## src/rtl/usbtx_pkg.sv

```systemverilog
`timescale 1ns/1ps
package usbtx_pkg;
   localparam logic [1:0] MODE_NORMAL = 2'd0;
   localparam logic [1:0] MODE_OFF    = 2'd1;
   localparam logic [1:0] MODE_RAW    = 2'd2;
   localparam logic [1:0] MODE_RSVD   = 2'd3;

   typedef enum logic [2:0] {
      LC_HOLD,
      LC_IDLE,
      LC_BIT,
      LC_SE0,
      LC_J
   } line_cmd_e;

   typedef enum logic [1:0] {
      ST_IDLE,
      ST_SEND,
      ST_EOP
   } tx_state_e;
endpackage

```

## src/rtl/usbtx_arm.sv

```systemverilog
`timescale 1ns/1ps
module usbtx_arm #(
   parameter int ARM_EDGES = 5
) (
   input  logic clk,
   input  logic rst,
   output logic armed
);
   generate
      if (ARM_EDGES < 0) begin : g_bad
         $error("usbtx_arm: ARM_EDGES must not be negative");
      end
      if (ARM_EDGES == 0) begin : g_none
         assign armed = 1'b1;
      end else begin : g_cnt
         localparam int CW = $clog2(ARM_EDGES + 1);
         logic [CW-1:0] cnt_q;
         always_ff @(posedge clk or posedge rst) begin
            if (rst) cnt_q <= '0;
            else if (cnt_q != CW'(ARM_EDGES)) cnt_q <= cnt_q + 1'b1;
         end
         assign armed = (cnt_q == CW'(ARM_EDGES));
      end
   endgenerate

   AST_ARM_STAYS: assert property (@(posedge clk) disable iff (rst)
      armed |=> armed);
endmodule

```

## src/rtl/usbtx_line.sv

```systemverilog
`timescale 1ns/1ps
module usbtx_line
   import usbtx_pkg::*;
(
   input  logic      clk,
   input  logic      rst,
   input  line_cmd_e cmd,
   input  logic      bit_in,
   input  logic      raw,
   output logic      lvl,
   output logic      oe,
   output logic      se0
);
   always_ff @(posedge clk or posedge rst) begin
      if (rst) begin
         lvl <= 1'b1;
         oe  <= 1'b0;
         se0 <= 1'b0;
      end else begin
         case (cmd)
            LC_IDLE: begin lvl <= 1'b1; oe <= 1'b0; se0 <= 1'b0; end
            LC_BIT: begin
               oe  <= 1'b1;
               se0 <= 1'b0;
               lvl <= raw ? bit_in : (bit_in ? lvl : ~lvl);
            end
            LC_SE0: begin lvl <= 1'b1; oe <= 1'b1; se0 <= 1'b1; end
            LC_J:   begin lvl <= 1'b1; oe <= 1'b1; se0 <= 1'b0; end
            default: ;
         endcase
      end
   end

   AST_SE0_DRIVEN: assert property (@(posedge clk) disable iff (rst)
      se0 |-> oe);
   AST_SE0_TWO: assert property (@(posedge clk) disable iff (rst)
      $rose(se0) |=> se0);
endmodule

```

## src/rtl/usbtx_serializer.sv

```systemverilog
`timescale 1ns/1ps
module usbtx_serializer
   import usbtx_pkg::*;
#(
   parameter int DATA_W       = 8,
   parameter int STUFF_RUN    = 6,
   parameter int FS_SYNC_BITS = 8,
   parameter int HS_SYNC_BITS = 32,
   parameter int ARM_EDGES    = 5,
   parameter int EOP_SE0_BITS = 2
) (
   input  logic              clk,
   input  logic              rst,
   input  logic [1:0]        op_mode,
   input  logic              fs_sel,
   input  logic              tx_valid,
   input  logic [DATA_W-1:0] tx_data,
   output logic              tx_ready,
   output logic              line_lvl,
   output logic              line_oe,
   output logic              line_se0
);
   localparam int SYNC_MAX = (FS_SYNC_BITS > HS_SYNC_BITS) ? FS_SYNC_BITS : HS_SYNC_BITS;
   localparam int SYNC_CW  = $clog2(SYNC_MAX + 1);
   localparam int BIT_CW   = $clog2(DATA_W);
   localparam int RUN_CW   = $clog2(STUFF_RUN + 1);
   localparam int EOP_CW   = $clog2(EOP_SE0_BITS + 2);

   generate
      if (DATA_W < 2) begin : g_chk_w
         $error("usbtx_serializer: DATA_W must be at least 2");
      end
      if (STUFF_RUN < 1) begin : g_chk_run
         $error("usbtx_serializer: STUFF_RUN must be at least 1");
      end
      if (FS_SYNC_BITS < 2 || HS_SYNC_BITS < 2) begin : g_chk_sync
         $error("usbtx_serializer: SYNC fields need at least 2 bits");
      end
      if (EOP_SE0_BITS < 1) begin : g_chk_eop
         $error("usbtx_serializer: EOP needs at least one SE0 bit");
      end
   endgenerate

   tx_state_e           st_q, st_n;
   logic [SYNC_CW-1:0]  sync_q, sync_n, sync_len;
   logic [RUN_CW-1:0]   ones_q, ones_n;
   logic [BIT_CW-1:0]   left_q, left_n;
   logic [DATA_W-2:0]   sh_q, sh_n;
   logic [EOP_CW-1:0]   eop_q, eop_n;
   line_cmd_e           cmd;
   logic                cbit, craw, take, armed;
   logic                bypass, drive_ok, stuff_due;

   assign bypass    = (op_mode == MODE_RAW);
   assign drive_ok  = (op_mode == MODE_NORMAL) || (op_mode == MODE_RAW);
   assign stuff_due = !bypass && (ones_q == RUN_CW'(STUFF_RUN));
   assign sync_len  = fs_sel ? SYNC_CW'(FS_SYNC_BITS) : SYNC_CW'(HS_SYNC_BITS);
   assign tx_ready  = take;

   usbtx_arm #(.ARM_EDGES(ARM_EDGES)) u_arm (
      .clk(clk), .rst(rst), .armed(armed)
   );

   always_comb begin
      st_n   = st_q;
      sync_n = sync_q;
      ones_n = ones_q;
      left_n = left_q;
      sh_n   = sh_q;
      eop_n  = eop_q;
      cmd    = LC_HOLD;
      cbit   = 1'b1;
      craw   = 1'b0;
      take   = 1'b0;
      case (st_q)
         ST_IDLE: begin
            cmd = LC_IDLE;
            if (armed && drive_ok && tx_valid) begin
               st_n   = ST_SEND;
               cmd    = LC_BIT;
               cbit   = 1'b0;
               sync_n = sync_len - 1'b1;
               ones_n = '0;
               left_n = '0;
            end
         end
         ST_SEND: begin
            if (sync_q != '0) begin
               cmd    = LC_BIT;
               cbit   = (sync_q == SYNC_CW'(1));
               sync_n = sync_q - 1'b1;
            end else if (stuff_due) begin
               cmd    = LC_BIT;
               cbit   = 1'b0;
               ones_n = '0;
            end else if (left_q != '0) begin
               cmd    = LC_BIT;
               cbit   = sh_q[0];
               craw   = bypass;
               sh_n   = sh_q >> 1;
               left_n = left_q - 1'b1;
               ones_n = (bypass || !cbit) ? '0 : ones_q + 1'b1;
            end else if (tx_valid) begin
               take   = 1'b1;
               cmd    = LC_BIT;
               cbit   = tx_data[0];
               craw   = bypass;
               sh_n   = tx_data[DATA_W-1:1];
               left_n = BIT_CW'(DATA_W - 1);
               ones_n = (bypass || !cbit) ? '0 : ones_q + 1'b1;
            end else begin
               cmd   = LC_SE0;
               st_n  = ST_EOP;
               eop_n = EOP_CW'(1);
            end
         end
         ST_EOP: begin
            if (eop_q < EOP_CW'(EOP_SE0_BITS)) begin
               cmd   = LC_SE0;
               eop_n = eop_q + 1'b1;
            end else if (eop_q == EOP_CW'(EOP_SE0_BITS)) begin
               cmd   = LC_J;
               eop_n = eop_q + 1'b1;
            end else begin
               cmd  = LC_IDLE;
               st_n = ST_IDLE;
            end
         end
         default: st_n = ST_IDLE;
      endcase
   end

   always_ff @(posedge clk or posedge rst) begin
      if (rst) begin
         st_q   <= ST_IDLE;
         sync_q <= '0;
         ones_q <= '0;
         left_q <= '0;
         sh_q   <= '0;
         eop_q  <= '0;
      end else begin
         st_q   <= st_n;
         sync_q <= sync_n;
         ones_q <= ones_n;
         left_q <= left_n;
         sh_q   <= sh_n;
         eop_q  <= eop_n;
      end
   end

   usbtx_line u_line (
      .clk(clk), .rst(rst), .cmd(cmd), .bit_in(cbit), .raw(craw),
      .lvl(line_lvl), .oe(line_oe), .se0(line_se0)
   );

   AST_HOLDOFF: assert property (@(posedge clk) disable iff (rst)
      !armed |=> !line_oe);
   AST_READY_SENDS: assert property (@(posedge clk) disable iff (rst)
      tx_ready |=> (line_oe && !line_se0));
   AST_RUN_BOUND: assert property (@(posedge clk) disable iff (rst)
      ones_q <= RUN_CW'(STUFF_RUN));
   AST_QUIET_MODE: assert property (@(posedge clk) disable iff (rst)
      (st_q == ST_IDLE && !drive_ok) |=> !line_oe);
   AST_IDLE_NO_READY: assert property (@(posedge clk) disable iff (rst)
      (st_q != ST_SEND) |-> !tx_ready);
endmodule

```

## config.mk

```make
export PLATFORM = sky130hd
export DESIGN_NAME = usbtx_serializer
export DESIGN_NICKNAME = d
export VERILOG_FILES = /design/src/rtl/usbtx_pkg.sv /design/src/rtl/usbtx_arm.sv /design/src/rtl/usbtx_line.sv /design/src/rtl/usbtx_serializer.sv
export SDC_FILE = /design/constraint.sdc
export NUM_CORES = 1
export LEC_CHECK = 0
export BUFFER_PORTS_ARGS = -buffer_cell sky130_fd_sc_hd__buf_2
export CORE_ASPECT_RATIO = 0.9
export CORE_MARGIN = 3
export CORE_UTILIZATION = 58
export CTS_CLUSTER_DIAMETER = 30
export DETAILED_ROUTE_END_ITERATION = 8
export PLACE_DENSITY = 0.79
export REMOVE_ABC_BUFFERS = 1
export SLEW_MARGIN = 20
export SYNTH_ARGS = -nofsm -noshare
export SYNTH_HDL_FRONTEND = slang
export SYNTH_HIERARCHICAL = 1
export SYNTH_SLANG_ARGS = --single-unit
```

## constraint.sdc

```tcl
create_clock -name clk -period 2.8 [get_ports clk]
set_clock_uncertainty 0.1 [all_clocks]
set_input_delay 0.42 -clock clk [delete_from_list [all_inputs] [get_ports clk]]
set_output_delay 0.42 -clock clk [all_outputs]
set_load 0.02 [all_outputs]
```

==> impl_results.md, run 1 <==
* Final period utilization at 93.08%
* Final core utilization at 69.40%
* Slowest CP cell: dfrtp_1
* CP endpoint kind: output port
* IO buf count at 17
* Die area at 3767 µm²
* Commonest cells after routing, fill and taps aside: dfrtp_1, nor2_1, buf_2, inv_1, o21ai_0
* Worst reg-to-reg setup slack at 0.27 ns
* Gpl congestion at 0.9102
* Detailed Route WL at 3843 µm
* Routed len/inst at 15.25 µm
* Cell taking the most area after synthesis: dfrtp_1
* Remaining DRCs at 0
* Vias at 1511
* Max incr delay on CP at 0.44 ns
* Critical path type: reg -> out
* Hold Slack at 0.2467 ns
* Commonest non-fill, non-tap cell in the layout: dfrtp_1
* Area of the core at 2838 µm²
* Int Pwr at 995.8 µW
* Synth top area cells: dfrtp_1, ha_1, mux2i_1
* Placed inst area at 1908 µm²
* GRT Resource Usage Total at 22.59%
* RSZ-0062 raised after global routing: false
* Hpwl dp at 2877 µm
* Nets at 237
* Fmax at 383.7 MHz
* Vias per inst at 5.996
* Crit path from: sync_q[5]
* TritonCTS clock tree: built
* Final worst setup slack at 0.1937 ns
* Initial Utilization at 62.65%
* Worst min path class: in -> reg
* Peak supply drop at 0.5686 mV
* Switching share of power at 41.85%
* Final setup vio count at 0
* Worst Max-Slew Pin Slew at 0.8924 ns
* Worst rel slew slack at 40.44%
* Die Height at 58.53 µm
* DIE WIDTH at 64.36 µm
* Outcome: finished clean
* Tmin final at 2.606 ns
* CP arrival at 2.09 ns
* IO Pins at 18
* #FFs+latches synth at 29
* Pin count of the biggest net entering global routing at 24
* Clock Sinks at 29
* Sequential power share at 41.4%
* TritonCTS buffer count at 5
* Clock power frac at 14.1%
* Worst skew pair latency at 0.32 ns
* Distinct cell type count after synthesis at 49
* Synth-to-Final Area Change at 10.77%
* Initial antenna violation count at 0
* Worst hold start: tx_data[7]
* YS warnings at 6
* CP Buf/Inv Count at 1
* Comb pwr share at 44.5%
* Clock buffer depth at 2
* Vias in the first global route at 1445
* Clk slew on worst S/H paths at 0.10 ns
* GR Overflow Total at 0
* Setup TNS at 0 ns
* Number of antenna repair diodes at 0
* Syn_area_per_cell at 9.358 µm²
* # rows at 18
* Required time of the critical path at 2.28 ns
* Fraction of layout cells with a size suffix above 1 at 19.34%
* Seq/Total Area, Yosys at 40.89%
* Post-CTS Setup Inserts at 0
* Dpl cells at 243
* Asr flop ratio synth at 100.0%
* Root Buffer: clkbuf_4
* CP max FO at 13
* Max-cap viol count at 0
* Netlist Area Pre-Place at 1778 µm²
* CP Launch Type: flop
* Final hold viol count at 0
* Final Max Slew Viols at 0
* Synthesized instance count at 190
* Fin cells at 252
* Reg-to-reg startpoint: sync_q[5]
* Global-route wire length before repair at 6499 µm
* Post-layout instance area at 1969 µm²
* Number of synthesized flops with an enable pin at 0
* Switching pwr at 716.7 µW
* CP Cell Sequence: nor4_4 > nand2_2 > nor2_1 > and4_1 > buf_2
* Lkg Pwr at 0.9173 nW
* Area share of the largest cell type after synthesis at 39.41%
* Largest delay share family, worst path: simple AND/OR/NAND/NOR gates
* Setup WS pre-CTS at 0.3326 ns
* Iteration-0 DRC Markers at 86
* First-pass iteration count of the detailed router at 4
* Top FF cell, synth: dfrtp_1
* Total chip power at 1.712 mW
* Pwr dens at 869.5 nW/µm²
* # H-tree levels at 2
* Post-DRT Antenna Nets at 0
registers in the layout, indices dropped and copies added, names as in the netlist, 2 cells and up:
register           count
sh_q                   7
eop_q                  2
sync_q                 6
left_q                 3
u_arm/g_cnt.cnt_q      3
ones_q                 3
st_q                   2
worst paths after layout:
path                                              to  cells after the start
worst min register to register  u_arm/g_cnt.cnt_q[0]                      1
max in group asynchronous                  ones_q[0]                      3
worst min-delay path                         sh_q[6]                      3
worst max register to register            u_line/lvl                      8
min in group asynchronous                 u_line/se0                      3
worst max-delay path                        tx_ready                      5
worst min-delay path, cell delays in order:
cell and delay, ns:
buf_2 0.09, nand3_1 0.06, o21ai_0 0.07
cells by family after synthesis:
logic type	synth area share, %
XOR/XNOR	0.9854
flip-flops	40.89
multiplexers	5.067
AND/OR/NAND/NOR	21.32
buffers and inverters	5.137
AO/OA/AOI/OAI	18.16
adder cells (fa/ha/maj)	8.445
area by class of cell:
type | instances | area (µm²)
Multi-Input combinational cell | 138 | 959.7
Timing Repair Buffer | 22 | 125.1
Clock inverter | 2 | 10.01
Sequential cell | 29 | 726.9
Clock buffer | 6 | 41.29
Fill cell | 240 | 868.3
Inverter | 15 | 56.30
Tap cell | 40 | 50.05
synthesized netlist by cell type (2+ instances only):
cell type,count
o22a_1,2
nor2_1,18
inv_1,15
o21ai_2,2
o21ai_0,13
buf_2,4
clkbuf_1,4
and3_1,2
dfrtp_1,28
a31oi_1,4
nand3_1,5
o21a_1,2
nand2_1,12
nor3_1,4
nand2b_1,3
mux2i_1,9
nor4_1,3
nand2_2,2
nor2b_1,5
a21oi_1,12
nor3b_1,2
ha_1,12
power groups by stage:
stage / logic (mW) / clock network [mW] / registers [mW]
floorplan: 0.558 / 0 / 0.695
global placement: 0.713 / 0 / 0.702
detailed placement: 0.751 / 0 / 0.718
CTS: 0.758 / 0.250 / 0.709
global route: 0.850 / 0.271 / 0.728
finish: 0.762 / 0.242 / 0.709
metal layers:
layer  GRT usage, %  vias to the layer above  share of wire [%]
met5              0                        -                  0
met4          6.325                        0                1.2
met3          7.252                        5                4.4
met2          39.56                       43                 51
met1          26.94                      735                 43
li1               -                      728                  -
timing repair:
| item | in CTS | in global routing |
|---|---|---|
| hold buffers | 1 | 0 |
| endpoints found under the hold margin | 5 | 0 |
| resized for setup | 0 | 0 |
(Power assumes the default switching activity.)
==> run 2, diff against run 1 <==
--- a/config.mk
+++ b/config.mk
@@ -5,10 +5,10 @@
 export SDC_FILE = /design/constraint.sdc
 export NUM_CORES = 1
 export LEC_CHECK = 0
+export ABC_AREA = 1
 export BUFFER_PORTS_ARGS = -buffer_cell sky130_fd_sc_hd__buf_2
 export CORE_ASPECT_RATIO = 0.9
-export CORE_MARGIN = 3
-export CORE_UTILIZATION = 58
+export CORE_UTILIZATION = 59
 export CTS_CLUSTER_DIAMETER = 30
 export DETAILED_ROUTE_END_ITERATION = 8
 export PLACE_DENSITY = 0.79
==> impl_results.md, run 2 <==
* Outcome: finished clean (unchanged)
* Dpl cells at 296 (was 243)
* Layer with the highest usage: met2 (unchanged)
* Die area at 3457 µm² (was 3767 µm²)
* Die Height at 55.88 µm (was 58.53 µm)
* Pin count of the biggest net entering global routing at 24 (unchanged)
* Post-CTS Setup Inserts at 0 (unchanged)
* Vias at 1567 (was 1511)
* Worst rel slew slack at 40.01% (was 40.44%)
* Number of antenna repair diodes at 0 (unchanged)
* Initial antenna violation count at 0 (unchanged)
* Pwr dens at 1044 nW/µm² (was 869.5 nW/µm²)
* GRT met3 Usage at 6.279% (was 7.252%)
* GR Overflow Total at 0 (unchanged)
* Worst reg-to-reg setup slack at 0.81 ns (was 0.27 ns)
* CP Launch Type: flop (unchanged)
* Netlist Area Pre-Place at 1903 µm² (was 1778 µm²)
* Largest delay share family, worst path: simple AND/OR/NAND/NOR gates (unchanged)
* Peak supply drop at 0.6603 mV (was 0.5686 mV)
* # rows at 19 (was 18)
* RSZ-0062 raised after global routing: false (unchanged)
* CP Cell Sequence: nor2_4 > inv_2 > nor2_8 > inv_1 > nor2_1 > buf_2 (was nor4_4 > nand2_2 > nor2_1 > and4_1 > buf_2)
* GR Util met2 at 36.25% (was 39.56%)
* Largest Register: sh_q (unchanged)
* Seq/Total Area, Yosys at 38.20% (was 40.89%)
* Vias per inst at 5.138 (was 5.996)
* GRT Resource Usage Total at 24.53% (was 22.59%)
* Distinct cell type count after synthesis at 31 (was 49)
* DIE WIDTH at 61.87 µm (was 64.36 µm)
* CP arrival at 1.74 ns (was 2.09 ns)
* Worst skew pair latency at 0.33 ns (was 0.32 ns)
* Area share of the largest cell type after synthesis at 36.82% (was 39.41%)
* Worst Max-Slew Pin Slew at 0.8989 ns (was 0.8924 ns)
* IO Pins at 18 (unchanged)
* Number of synthesized flops with an enable pin at 0 (unchanged)
* Asr flop ratio synth at 100.0% (unchanged)
* YS warnings at 6 (unchanged)
* Final hold viol count at 0 (unchanged)
* Setup WS pre-CTS at 0.7932 ns (was 0.3326 ns)
* # H-tree levels at 2 (unchanged)
* Initial Utilization at 62.06% (was 62.65%)
* Slowest CP cell: dfrtp_1 (unchanged)
* Cell taking the most area after synthesis: dfrtp_1 (unchanged)
* Clock buffer depth at 2 (unchanged)
* Top FF cell, synth: dfrtp_1 (unchanged)
* Area of the core at 3067 µm² (was 2838 µm²)
* Required time of the critical path at 2.28 ns (about the same)
* Hpwl dp at 2734 µm (was 2877 µm)
* Critical path type: reg -> out (unchanged)
* Commonest cells after routing, fill and taps aside: nand2_1, inv_1, dfrtp_1, nand3_1, nor2_1 (was dfrtp_1, nor2_1, buf_2, inv_1, o21ai_0)
* Final worst setup slack at 0.5393 ns (was 0.1937 ns)
* Hold Slack at 0.2442 ns (was 0.2467 ns)
* Vias in the first global route at 1471 (was 1445)
* Lkg Pwr at 1.120 nW (was 0.9173 nW)
* IO buf count at 17 (unchanged)
* Synth-to-Final Area Change at 10.26% (was 10.77%)
* Max-cap viol count at 0 (unchanged)
* CP endpoint kind: output port (unchanged)
* #FFs+latches synth at 29 (unchanged)
* TritonCTS buffer count at 5 (unchanged)
* PostCTS Resize Cnt at 0 (unchanged)
* Iteration-0 DRC Markers at 89 (was 86)
* Root Buffer: clkbuf_4 (unchanged)
* Synthesized instance count at 239 (was 190)
* CP Buf/Inv Count at 3 (was 1)
* Final Max Slew Viols at 0 (unchanged)
* Fill cells at 258 (was 240)
* Fin cells at 305 (was 252)
* Max reg flops at 7 (unchanged)
* Detailed Route WL at 3501 µm (was 3843 µm)
* Tmin final at 2.261 ns (was 2.606 ns)
* Nets at 288 (was 237)
* Post-DRT Antenna Nets at 0 (unchanged)
* Most instantiated cells after synthesis: nand2_1, inv_1, dfrtp_1 (was dfrtp_1, nor2_1, inv_1)
* Commonest non-fill, non-tap cell in the layout: nand2_1 (was dfrtp_1)
* First-pass iteration count of the detailed router at 4 (unchanged)
* Global-route wire length before repair at 6092 µm (was 6499 µm)
* Clk slew on worst S/H paths at 0.09 ns (was 0.10 ns)
* Syn_area_per_cell at 7.963 µm² (was 9.358 µm²)
* Final period utilization at 80.74% (was 93.08%)
* Clock Sinks at 29 (unchanged)
* Remaining DRCs at 0 (unchanged)
* Routed len/inst at 11.48 µm (was 15.25 µm)
* Max incr delay on CP at 0.47 ns (was 0.44 ns)
* Final setup vio count at 0 (unchanged)
* Biggest regs: sh_q: 7 flops, sync_q: 6 flops (unchanged)
* GR Util met1 at 33.23% (was 26.94%)
* Count leader, synth: nand2_1 (was dfrtp_1)
* Worst min path class: in -> reg (unchanged)
* Synth top area cells: dfrtp_1, nand2_1, ha_1 (was dfrtp_1, ha_1, mux2i_1)
* Fmax at 442.3 MHz (was 383.7 MHz)
* Fraction of layout cells with a size suffix above 1 at 19.39% (was 19.34%)
* Setup TNS at 0 ns (unchanged)
* TritonCTS clock tree: built (unchanged)
* Gpl congestion at 0.8773 (was 0.9102)
* CP max FO at 12 (was 13)
-- run 2: cell types whose count changed after synthesis, sizes merged, moves of 4 or more --
cell / before / now
nand2: 14 / 61
inv: 15 / 37
nand3: 5 / 23
o21ai: 15 / 23
a21oi: 12 / 5
nor2: 18 / 25
nor2b: 6 / 0
nor4: 5 / 0
clkbuf: 4 / 0
-- run 2: per-layer routing --
metal,part of all wire (%),wire length [µm]
met4,2.1,74
met5,0,0
met1,50,1755
met2,44,1539
met3,3.8,132
-- run 2: layout make-up --
| cell class | instances | area, µm² | share of cell area, % |
|---|---|---|---|
| clock buffers | 7 | 65.06 | 3.101 |
| clock inverters | 1 | 5.005 | 0.2385 |
| inverters | 37 | 138.9 | 6.619 |
| multi-input cells | 171 | 1015 | 48.36 |
| flip-flops and latches | 29 | 726.9 | 34.65 |
| well taps | 42 | 52.55 | 2.504 |
| repair buffers | 18 | 95.09 | 4.532 |
-- run 2: cell families after synthesis --
group                    count (synthesis)  synth area share (%)
adder cells (fa/ha/maj)                 12                 7.889
flip-flops                              29                 38.20
multiplexers                             6                 3.156
AND/OR/NAND/NOR                        119                 31.75
XOR/XNOR                                 3                 1.381
AO/OA/AOI/OAI                           31                 9.139
buffers and inverters                   39                 8.481
-- run 2: stage by stage --
step / total power [mW] / cell area (µm²) / util [%]
floorplan: 1.664 / 1881 / -
global placement: 1.879 / 2018 / 65.81
detailed placement: 1.910 / 2018 / 65.81
CTS: 2.209 / 2098 / 68.42
global route: 2.412 / 2098 / 68.42
finish: 2.190 / 2098 / 68.42
-- run 2: path summary, 6_finish.rpt --
| path | start | end | depth (start not counted) |
|---|---|---|---|
| worst max-delay path | st_q[1] | tx_ready | 6 |
| worst min-delay path | tx_data[7] | sh_q[6] | 3 |
| worst max register to register | left_q[0] | u_line/lvl | 10 |
| worst min register to register | sh_q[0] | sh_q[0] | 2 |
| max in group asynchronous | rst | sh_q[4] | 3 |
| min in group asynchronous | rst | u_arm/g_cnt.cnt_q[1] | 3 |
-- run 2: tightest hold or removal path, cell delays in order --
cell     delay [ns]
buf_2          0.09
nand2_1        0.07
o21ai_2        0.06
-- run 2: what timing repair did --
| action | 4_1_cts | 5_1_grt |
|---|---|---|
| setup endpoints to repair | 0 | 0 |
| hold endpoints to repair | 5 | 0 |
| hold buffers | 1 | 0 |
-- run 2: where the power goes --
| group | total [mW] | switching (mW) | internal [mW] |
|---|---|---|---|
| registers | 0.727 | 0.138 | 0.589 |
| clock network | 0.290 | 0.145 | 0.145 |
| logic | 1.17 | 0.743 | 0.430 |
==> run 3, diff against run 2 <==
--- a/config.mk
+++ b/config.mk
@@ -5,13 +5,13 @@
 export SDC_FILE = /design/constraint.sdc
 export NUM_CORES = 1
 export LEC_CHECK = 0
-export ABC_AREA = 1
+export ABC_AREA = 0
 export BUFFER_PORTS_ARGS = -buffer_cell sky130_fd_sc_hd__buf_2
 export CORE_ASPECT_RATIO = 0.9
-export CORE_UTILIZATION = 59
+export CORE_UTILIZATION = 52
 export CTS_CLUSTER_DIAMETER = 30
 export DETAILED_ROUTE_END_ITERATION = 8
-export PLACE_DENSITY = 0.79
+export PLACE_DENSITY = 0.74
 export REMOVE_ABC_BUFFERS = 1
 export SLEW_MARGIN = 20
 export SYNTH_ARGS = -nofsm -noshare
==> constraint.sdc (replaced) <==
create_clock -name clk -period 2 [get_ports clk]
set_clock_uncertainty 0.1 [all_clocks]
set_input_delay 0.3 -clock clk [delete_from_list [all_inputs] [get_ports clk]]
set_output_delay 0.3 -clock clk [all_outputs]
set_load 0.02 [all_outputs]
==> impl_results.md, run 3 (synthesized netlist as in run 1, its figures left out) <==
* Dpl cells at 287 (was 296)
* Biggest regs: sh_q: 7 flops, sync_q: 6 flops (unchanged)
* Final period utilization at 110.2%
* Final hold viol count at 0 (unchanged)
* Max-cap viol count at 0 (unchanged)
* Root Buffer: clkbuf_8 (was clkbuf_4)
* Int Pwr at 1.898 mW (was 1.164 mW)
* Area of the multi-input gates at 1076 µm² (was 1015 µm²)
* CP max FO at 6 (was 12)
* Sequential power share at 30.6% (was 33.2%)
* CP Cell Sequence: nor4_4 > nand2_2 > buf_6 > nor2_4 > buf_6 > and4_1 > buf_6 (was nor2_4 > inv_2 > nor2_8 > inv_1 > nor2_1 > buf_2)
* Clk slew on worst S/H paths at 0.06 ns (was 0.09 ns)
* Post-layout instance area at 2572 µm² (was 2098 µm²)
* Initial Utilization at 56.23% (was 62.06%)
* Comb pwr share at 54.2% (was 53.5%)
* Tmin final at 2.205 ns
* Worst Max-Slew Pin Slew at 0.4633 ns (was 0.8989 ns)
* Critical path type: reg -> out (unchanged)
* Hpwl dp at 3343 µm (was 2734 µm)
* Critical Path Most Common Cell: buf_6
* TritonCTS buffer count at 5 (unchanged)
* Die Height at 57.47 µm (was 55.88 µm)
* Vias per inst at 5.736 (was 5.138)
* Worst rel slew slack at 68.97% (was 40.01%)
* Commonest cells after routing, fill and taps aside: buf_4, dfrtp_1, buf_2, nor2_1 (was nand2_1, inv_1, dfrtp_1, nand3_1, nor2_1)
* IO Pins at 18 (unchanged)
* Routed len/inst at 16.18 µm (was 11.48 µm)
* Initial antenna violation count at 0 (unchanged)
* DIE WIDTH at 63.64 µm (was 61.87 µm)
* RSZ-0062 raised after global routing: true (was false)
* Fin cells at 311 (was 305)
* Global-route wire length before repair at 7334 µm (was 6092 µm)
* # rows at 19 (unchanged)
* Final setup vio count at 4 (was 0)
* CP arrival at 1.80 ns (was 1.74 ns)
* Switching share of power at 39.49% (was 46.83%)
* Iteration-0 DRC Markers at 122 (was 89)
* Synth-to-Final Area Change at 44.69% (was 10.26%)
* Area of the core at 3162 µm² (was 3067 µm²)
* TritonCTS clock tree: built (unchanged)
* Clock Sinks at 29 (unchanged)
* Clock power frac at 15.2% (was 13.2%)
* Peak supply drop at 1.196 mV (was 0.6603 mV)
* Fmax at 453.6 MHz
* CP Launch Type: flop (unchanged)
* Switching pwr at 1.239 mW (was 1.025 mW)
* Pwr dens at 1219 nW/µm² (was 1044 nW/µm²)
* CP Buf/Inv Count at 3 (unchanged)
* Final worst setup slack at -0.2046 ns (was 0.5393 ns)
* GRT Resource Usage Total at 27.03% (was 24.53%)
* Total chip power at 3.137 mW (was 2.190 mW)
* Placed inst area at 2226 µm² (was 2018 µm²)
* Nets at 294 (was 288)
* Commonest non-fill, non-tap cell in the layout: buf_4 (was nand2_1)
* Final Max Slew Viols at 0 (unchanged)
* Required time of the critical path at 1.60 ns (was 2.28 ns)
* Gpl congestion at 0.8955 (was 0.8773)
* Setup WS pre-CTS at -0.2250 ns (was 0.7932 ns)
* Max reg flops at 7 (unchanged)
* First-pass iteration count of the detailed router at 4 (unchanged)
* Max incr delay on CP at 0.43 ns (was 0.47 ns)
* Vias at 1784 (was 1567)
* Outcome: complete, but fails checks (was finished clean)
* Remaining DRCs at 0 (unchanged)
* Slowest CP cell: dfrtp_1 (unchanged)
* Number of antenna repair diodes at 0 (unchanged)
* # H-tree levels at 2 (unchanged)
* Lkg Pwr at 1.226 nW (was 1.120 nW)
* IO buf count at 17 (unchanged)
* Fill cells at 188 (was 258)
* Pin count of the biggest net entering global routing at 24 (unchanged)
* Worst skew pair latency at 0.29 ns (was 0.33 ns)
* Post-DRT Antenna Nets at 0 (unchanged)
* Vias in the first global route at 1697 (was 1471)
* Clock buffer depth at 2 (unchanged)
* Detailed Route WL at 5032 µm (was 3501 µm)
* Fraction of layout cells with a size suffix above 1 at 44.61% (was 19.39%)
* CP endpoint kind: output port (unchanged)
* GR Overflow Total at 0 (unchanged)
* Violated checks: negative setup slack
* Largest Register: sh_q (unchanged)
* Final core utilization at 81.36% (was 68.42%)
* Die area at 3657 µm² (was 3457 µm²)
* Worst min path class: in -> reg (unchanged)
* Largest delay share family, worst path: simple AND/OR/NAND/NOR gates (unchanged)
* FF+latch area at 726.9 µm² (unchanged)
[run 3: changes by cell type in the layout (fill, tap and decap cells not counted), sizes merged, moves of 5 or more]
| cell | delta |
|---|---|
| a21oi | +7 |
| buf | +61 |
| o21ai | -8 |
| inv | -22 |
| nor4 | +5 |
| nor2 | -7 |
| nor2b | +6 |
| nand2 | -47 |
| nand3 | -18 |
[run 3: worst reg2reg max path: cells and delay by family, from the launching register on]
| family | cells | cell delay, ns |
|---|---|---|
| xor+xnor | 1 | 0.12 |
| compound gates | 4 | 0.77 |
| simple gates | 3 | 0.70 |
| flops | 1 | 0.43 |
[run 3: final timing paths]
check,startpoint,endpoint,slack [ns],depth (start not counted)
min in group asynchronous,rst,u_arm/g_cnt.cnt_q[1],0.34,3
max in group asynchronous,rst,ones_q[2],1.04,4
setup / recovery,sync_q[5],tx_ready,-0.20,7
hold reg to reg,sh_q[3],sh_q[3],0.44,2
hold / removal,tx_data[7],sh_q[6],0.15,3
setup reg to reg,sync_q[5],u_line/lvl,-0.19,8
[run 3: routing by layer]
layer,global-route usage [%],wire (µm)
met4,11.04,74
met2,47.11,2675
met5,0,0
met3,6.000,233
met1,32.43,2049
[run 3: area by class of cell]
cell class / count / share of cell area (%)
Inverter: 15 / 2.189
Timing Repair Buffer: 79 / 22.32
Clock inverter: 3 / 0.6809
Sequential cell: 29 / 28.26
Tap cell: 42 / 2.043
Multi-Input combinational cell: 138 / 41.83
Clock buffer: 5 / 2.675
[run 3: metrics by stage]
stage	hold WS [ns]	setup TNS [ns]
after detailed placement	0.09241	-0.8553
after floorplan	-0.04708	-1.318
after global placement	0.08476	-0.4516
final	0.1495	-0.6339
after CTS	0.1407	-0.5797
after global routing	0.1673	-1.694
[run 3: what timing repair did]
action,CTS,global route
hold buffers,1,0
buffers inserted,11,3
cloned,0,1
setup endpoints to repair,7,20
endpoints found under the hold margin,29,0
gates resized for setup,21,23
pin swaps,6,9
[run 3: power groups by stage]
stage	registers (mW)	clock network [mW]	logic (mW)
finish	0.959	0.477	1.70
global route	0.983	0.500	1.83
CTS	0.953	0.483	1.54
detailed placement	0.953	0	1.44
global placement	0.938	0	1.35
floorplan	0.972	0	0.782
